**config.mk**
```make
export PLATFORM = sky130hd
export DESIGN_NAME = rstctl_top
export DESIGN_NICKNAME = d
export VERILOG_FILES = /design/src/rtl/rstctl_pkg.sv /design/src/rtl/rstctl_decode.sv /design/src/rtl/rstctl_store.sv /design/src/rtl/rstctl_pulse.sv /design/src/rtl/rstctl_top.sv
export SDC_FILE = /design/constraint.sdc
export NUM_CORES = 1
export LEC_CHECK = 0
export ABC_AREA = 1
export BUFFER_PORTS_ARGS = -buffer_cell sky130_fd_sc_hd__buf_2
export CAP_MARGIN = 20
export CORE_AREA = 4 4 41 43
export DETAILED_ROUTE_END_ITERATION = 8
export DIE_AREA = 0 0 45 47
export SLEW_MARGIN = 40
export SYNTH_ARGS = -nofsm -noshare
export SYNTH_HDL_FRONTEND = slang
export SYNTH_SLANG_ARGS = --single-unit
```
**constraint.sdc**
```tcl
create_clock -name clk -period 0.85 [get_ports clk]
set_input_delay 0.085 -clock clk [delete_from_list [all_inputs] [get_ports clk]]
set_output_delay 0.085 -clock clk [all_outputs]
set_load 0.01 [all_outputs]
```
**src/rtl/rstctl_pkg.sv**
```systemverilog
package rstctl_pkg;
   // kind of access seen at the port this cycle
   typedef enum logic [2:0] {
      ACC_NONE     = 3'd0,
      ACC_MISS     = 3'd1,
      ACC_READ     = 3'd2,
      ACC_WR_TRIG  = 3'd3,
      ACC_WR_KEEP  = 3'd4
   } acc_e;

   localparam int REG_W = 8;

   function automatic logic [REG_W-1:0] bit_mask(input int pos);
      logic [REG_W-1:0] m;
      m = '0;
      m[pos] = 1'b1;
      return m;
   endfunction
endpackage

```
**src/rtl/rstctl_decode.sv**
```systemverilog
module rstctl_decode
   import rstctl_pkg::*;
#(
   parameter int ADDR_W = 16,
   parameter int DATA_W = 8,
   parameter logic [ADDR_W-1:0] PORT_ADDR = 'hCF9,
   parameter int TRIG_POS = 2
) (
   input  logic [ADDR_W-1:0] addr,
   input  logic              wr,
   input  logic              rd,
   input  logic [DATA_W-1:0] wdata,
   output acc_e              acc
);
   logic hit;
   assign hit = (addr == PORT_ADDR);

   always_comb begin
      acc = ACC_NONE;
      if (wr) begin
         if (!hit)                acc = ACC_MISS;
         else if (wdata[TRIG_POS]) acc = ACC_WR_TRIG;
         else                     acc = ACC_WR_KEEP;
      end else if (rd) begin
         acc = hit ? ACC_READ : ACC_MISS;
      end
   end
endmodule

```
**src/rtl/rstctl_store.sv**
```systemverilog
module rstctl_store
   import rstctl_pkg::*;
#(
   parameter int DATA_W = 8,
   parameter int TYPE_POS = 1
) (
   input  logic              clk,
   input  logic              rst_n,
   input  acc_e              acc,
   input  logic [DATA_W-1:0] wdata,
   output logic [REG_W-1:0]  kept_q
);
   localparam logic [REG_W-1:0] KEEP_MASK = bit_mask(TYPE_POS);

   always_ff @(posedge clk) begin
      if (!rst_n)                  kept_q <= '0;
      else if (acc == ACC_WR_KEEP) kept_q <= wdata[REG_W-1:0] & KEEP_MASK;
   end
endmodule

```
**src/rtl/rstctl_pulse.sv**
```systemverilog
module rstctl_pulse
   import rstctl_pkg::*;
(
   input  logic clk,
   input  logic rst_n,
   input  acc_e acc,
   output logic req_q
);
   always_ff @(posedge clk) begin
      if (!rst_n) req_q <= 1'b0;
      else        req_q <= (acc == ACC_WR_TRIG);
   end
endmodule

```
**src/rtl/rstctl_top.sv**
```systemverilog
module rstctl_top
   import rstctl_pkg::*;
#(
   parameter int ADDR_W = 16,
   parameter int DATA_W = 8,
   parameter logic [ADDR_W-1:0] PORT_ADDR = 'hCF9,
   parameter int TRIG_POS = 2,
   parameter int TYPE_POS = 1
) (
   input  logic              clk,
   input  logic              rst_n,
   input  logic [ADDR_W-1:0] io_addr,
   input  logic              io_wr,
   input  logic              io_rd,
   input  logic [DATA_W-1:0] io_wdata,
   output logic [DATA_W-1:0] io_rdata,
   output logic              sys_rst_req
);
   localparam int PAD_W = DATA_W - REG_W;

   if (DATA_W < REG_W) begin : g_bad_data_w
      $error("rstctl_top: DATA_W must be at least one byte");
   end
   if (TRIG_POS >= REG_W || TYPE_POS >= REG_W || TRIG_POS == TYPE_POS) begin : g_bad_pos
      $error("rstctl_top: bit positions must differ and fit in a byte");
   end
   if (ADDR_W < 12) begin : g_bad_addr_w
      $error("rstctl_top: ADDR_W too narrow for the port address");
   end

   acc_e            acc;
   logic [REG_W-1:0] kept_q;
   logic [REG_W-1:0] rd_byte;

   rstctl_decode #(
      .ADDR_W(ADDR_W), .DATA_W(DATA_W), .PORT_ADDR(PORT_ADDR), .TRIG_POS(TRIG_POS)
   ) u_decode (
      .addr(io_addr), .wr(io_wr), .rd(io_rd), .wdata(io_wdata), .acc(acc)
   );

   rstctl_store #(.DATA_W(DATA_W), .TYPE_POS(TYPE_POS)) u_store (
      .clk(clk), .rst_n(rst_n), .acc(acc), .wdata(io_wdata), .kept_q(kept_q)
   );

   rstctl_pulse u_pulse (
      .clk(clk), .rst_n(rst_n), .acc(acc), .req_q(sys_rst_req)
   );

   assign rd_byte = (acc == ACC_READ) ? kept_q : '0;

   if (PAD_W > 0) begin : g_pad
      assign io_rdata = {{PAD_W{1'b0}}, rd_byte};
   end else begin : g_nopad
      assign io_rdata = rd_byte;
   end
endmodule

```
Word level (Yosys, flattened, before mapping)
Index checks and enable logic that the tools add are counted.
Cells by class
  add/sub/neg operators: 0
  multipliers: 0
  divide/modulo/power cells: 0
  magnitude comparators: 0
  equality and inequality tests: 4
  shift operators: 0
  muxes and demuxes: 6
  bitwise operators: 0
  reductions and logical operators: 0
Operators by type and width (count)
  $eq 16x12->1 const B: 1
  $mux 3: 4
  $eq 3x2->1 const B: 2
  $mux 2: 2
  $eq 3x3->1 const B: 1
Word-level totals
  bits in registers: 2
  bits in latches: 0
  RAM bits: 0
  ROM bits: 0
  input port bits: 28
  word-level logic and storage cells: 12
  memories kept: 0

Longest topological paths before layout
  word-level depth: 6
  gate-level depth with buffers: 8
  gate-level depth less buffers: 8

By module
Synthesis repeated with hierarchy kept, for this count alone.
Second synthesis, totals
  cell total of the unflattened synthesis: 66
  area total of the unflattened synthesis: 339.1 um2
Modules (own cells, without submodules)
  rstctl_decode: times used 1, cells each 27, area an instance 112.6 um2
  rstctl_store: times used 1, cells each 15, area an instance 103.8 um2
  rstctl_top: times used 1, cells each 19, area an instance 85.1 um2
  rstctl_pulse: times used 1, cells each 5, area an instance 37.5 um2

Worst setup path before layout
Ideal clock, no wire load.
  path type: input -> output
  start: input port io_addr[13]
  end: output port io_rdata[1]
  arrival time: 0.628 ns
  data required time: 0.765 ns
  setup slack: 0.137 ns
  cell stages on the path: 3
  buffers on the path: 0
  cell sequence: nor4_1 nand3_1 nor2_1
On the way
  cells in the longest elaborated chain, start to end: 6
RTL lines
  from (decl): RTL line rstctl_top.sv:12  | input logic [ADDR_W-1:0] io_addr,
  $eq 16x12->1 (*): RTL line rstctl_decode.sv:16  | assign hit = (addr == PORT_ADDR);
  $mux 2: RTL line rstctl_decode.sv:25  | acc = hit ? ACC_READ : ACC_MISS;
  $mux 3: RTL line rstctl_decode.sv:24  | end else if (rd) begin
  $mux 3 (*): RTL line rstctl_decode.sv:20  | if (wr) begin
  $eq 3x2->1 (*): RTL line rstctl_top.sv:49  | assign rd_byte = (acc == ACC_READ) ? kept_q : '0;
  $mux 2 (*): RTL line rstctl_top.sv:49
  to (decl): RTL line rstctl_top.sv:16  | output logic [DATA_W-1:0] io_rdata,
Mark *: on every way between the ends. The rest lies on a longest branch, timed or not.

Worst setup path after layout
  start: register u_store.kept_q[1]
  end: output port io_rdata[1]
On the way
  cells in the longest elaborated chain, start to end: 1
RTL lines
  from (decl): RTL line rstctl_store.sv:11  | output logic [REG_W-1:0] kept_q
  from (signal assigned): RTL line rstctl_store.sv:17  | else if (acc == ACC_WR_KEEP) kept_q <= wdata[REG_W-1:0] & KEEP_MASK;
  $mux 2: RTL line rstctl_top.sv:49
No other way between the ends.

==> impl_results.rst <==
.. list-table::
   :header-rows: 1

   * - Metric
     - Value
   * - Sum Neg Setup Slack
     - -0.0641 ns
   * - Crit Path Max Fanout
     - 2
   * - Share of synthesized area occupied by flip-flops and latches
     - 0.149
   * - Number of pins exceeding their max-slew limit in the final report
     - 0
   * - Number of synthesized register bits
     - 2
   * - Worst setup SP type
     - register
   * - Layout Area Growth over Synthesis
     - 82.8%
   * - Root buffer cell
     - clkbuf_4
   * - All-Layer GR Usage
     - 0.0749
   * - Clock tree from TritonCTS
     - built
   * - Detailed-router iteration count before antenna repair
     - 1
   * - Worst IR drop on VDD
     - 498 uV
   * - Most common library cell in the layout ignoring fill and taps
     - buf_2
   * - Net count of the finished layout
     - 107
   * - DRC errors left
     - 0
   * - Initial antenna violation count
     - 0
   * - Critical path's slowest cell
     - dfxtp_2
   * - Filler cells
     - 154
   * - Worst flop-to-flop path endpoint
     - u_store.kept_q[1]
   * - Cell count after synthesis
     - 49
   * - Post-detailed-placement cell area
     - 380 sq um
   * - Remaining number of nets flagged by the antenna check after routing
     - 0
   * - Min-delay src
     - rst_n
   * - Data required time at the worst endpoint
     - 0.76 ns
   * - Source-to-sink clock delay at the later pin of the worst-skew pair
     - 0.23 ns
   * - Stage delay of the slowest cell on the critical path
     - 0.32 ns
   * - Reg-to-reg setup timing slack
     - 0.25 ns
   * - Power density cells
     - 888 nW/um^2
   * - CTS buffer count
     - 3
   * - Die outline area
     - approximately 2100 sq um
   * - Mean routed wirelength per cell
     - 8.35 um
   * - Clock skew after layout
     - 0 ns
   * - Shortest period the worst path allows
     - 0.903 ns
   * - Pin count of the biggest net entering global routing
     - 3
   * - GP Congestion
     - 0.648
   * - Minimum setup slack after placement
     - -0.105 ns
   * - Violated checks
     - negative setup slack
   * - Depth of the worst register-to-register path
     - 4
   * - Pleak
     - 0.258 nW
   * - Number of synthesis warnings
     - 0
   * - Commonest non-fill, non-tap cells in the layout
     - buf_2 (18), inv_1 (9), nor2_1 (7), nand2_1 (7), conb_1 (7)
   * - Worst setup margin
     - -0.0531 ns
   * - Global-route wire length before repair
     - 1110 um
   * - Antenna diode instance count
     - 0
   * - Remaining global-route overflow
     - 0
   * - Total Wirelength
     - 768 um
   * - DIE WIDTH
     - 45 um
   * - Number of global-route vias before repair
     - 311
   * - Mean number of vias per cell
     - about 4
   * - Via count
     - 374
   * - Number of cells on the worst hold path
     - 3
   * - Clock buffer depth
     - 2
   * - Start of the worst register-to-register path
     - u_store.kept_q[1]
   * - Worst slack on hold paths
     - between 0.1 and 0.15 ns
   * - Cell Rows
     - 13
   * - WS Path Type
     - register to output port
   * - Power after layout
     - 0.436 mW
   * - Number of buffer cells added on primary ports
     - 23
   * - Count of placed standard cells including taps
     - 87
   * - Die Ht
     - about 47 um
   * - Number of max-cap violations
     - 0
   * - Clock Sinks
     - 2
   * - # hold bufs at CTS
     - 0
   * - Unrepaired setup endpoints after global routing
     - true
   * - CP cell instances
     - nand3_2 -> nor2_1 -> buf_2
   * - Core footprint
     - 1300 sq um
   * - DP Wirelength
     - approximately 650 um
   * - Initial Util
     - 0.207
   * - Non-filler instance count after layout
     - 92
   * - 1st-iter DRT viols
     - 0
   * - WP data arrival
     - 0.82 ns
   * - I/O Pins
     - 37
   * - Final standard cell area without fillers
     - 492 sq um
   * - Number of endpoints with negative hold slack in the final report
     - 0
   * - Clock transition time at the flip-flop clock pins of the worst setup and hold paths
     - 0.03 ns
   * - Outcome
     - finished with violations
   * - Post-Syn Area
     - 269 sq um
   * - Worst Hold Endpoint
     - u_store.kept_q[1]
   * - Post-Syn Area per Cell
     - 5.49 sq um
   * - Clock H-tree levels
     - 1
   * - Endpoint class of the critical path
     - output port
   * - Synth cell types
     - 10
   * - Fmax
     - 1110 MHz
   * - Share of cells above drive strength 1
     - 0.519
   * - Classification of the worst-slack hold path
     - input pin to register
   * - Endpoints failing setup
     - 2
   * - Final worst path period share
     - 1.06
   * - Core occupancy in the finished layout
     - 0.378
[where the power goes]
| group | total, mW | switching, mW | internal [mW] |
|---|---|---|---|
| clock | 0.211 | 0.0553 | 0.156 |
| sequential | 0.0946 | 0.000000263 | 0.0946 |
| combinational | 0.131 | 0.0660 | 0.0648 |
[layer usage]
| metal | GRT usage | wire (um) | vias to the layer above |
|---|---|---|---|
| li1 | - | - | 195 |
| met1 | 0.0701 | 245 | 161 |
| met2 | 0.124 | 407 | 16 |
| met3 | 0.0307 | 97 | 2 |
| met4 | 0.0702 | 17 | 0 |
| met5 | 0 | 0 | - |
[kinds of logic (layout without fill, tap and decap cells)]
kind of cell	count (synthesis)	in the layout	synth area share
simple gates	29	29	0.502
other cells	1	7	0.0139
buf+inv	17	39	0.335
flops	2	2	0.149
[flip-flops by register name, summed over array words and instances, names as in the netlist]
register and flops:
u_pulse.req_q 1, u_store.kept_q 1
[what timing repair did]
item | in CTS | in global routing
setup endpoints to repair | 1 | 2
buffers inserted | 2 | 0
gates resized for setup | 7 | 8
pin swaps | 4 | 6
[cell usage after synthesis (all sizes together)]
cell	n	area share
nor4	2	0.047
buf	7	0.20
nand3	5	0.093
nand2	7	0.098
conb	1	0.014
nand4	3	0.070
inv	10	0.14
dfxtp	2	0.15
nor2	12	0.20
[final cells by class]
type | instances | area, sq um | share of cell area
multi-input combinational | 36 | 203 | 0.412
timing repair buffer | 26 | 169 | 0.344
sequential | 2 | 41.3 | 0.0840
inverter | 10 | 37.5 | 0.0763
clock buffer | 3 | 22.5 | 0.0458
tap | 15 | 18.8 | 0.0382
[critical path: cells and delay by family, from the launching register on]
family | cells | cell delay, ns
buf+inv | 1 | 0.13
flops | 1 | 0.32
simple gates | 2 | 0.14
[worst max path at each step]
stage | depth (start not counted) | endpoint | start | slack, ns
after detailed placement | 5 | io_rdata[1] | io_addr[13] | -0.11
final | 3 | io_rdata[1] | u_store.kept_q[1] | -0.05
after floorplan | 3 | io_rdata[1] | io_addr[13] | 0.14
after CTS | 5 | io_rdata[1] | io_addr[14] | -0.06
after global placement | 5 | io_rdata[1] | io_addr[1] | -0.11
after global routing | 3 | io_rdata[1] | u_store.kept_q[1] | -0.12
Note: power is estimated with default switching activity, not from simulation.
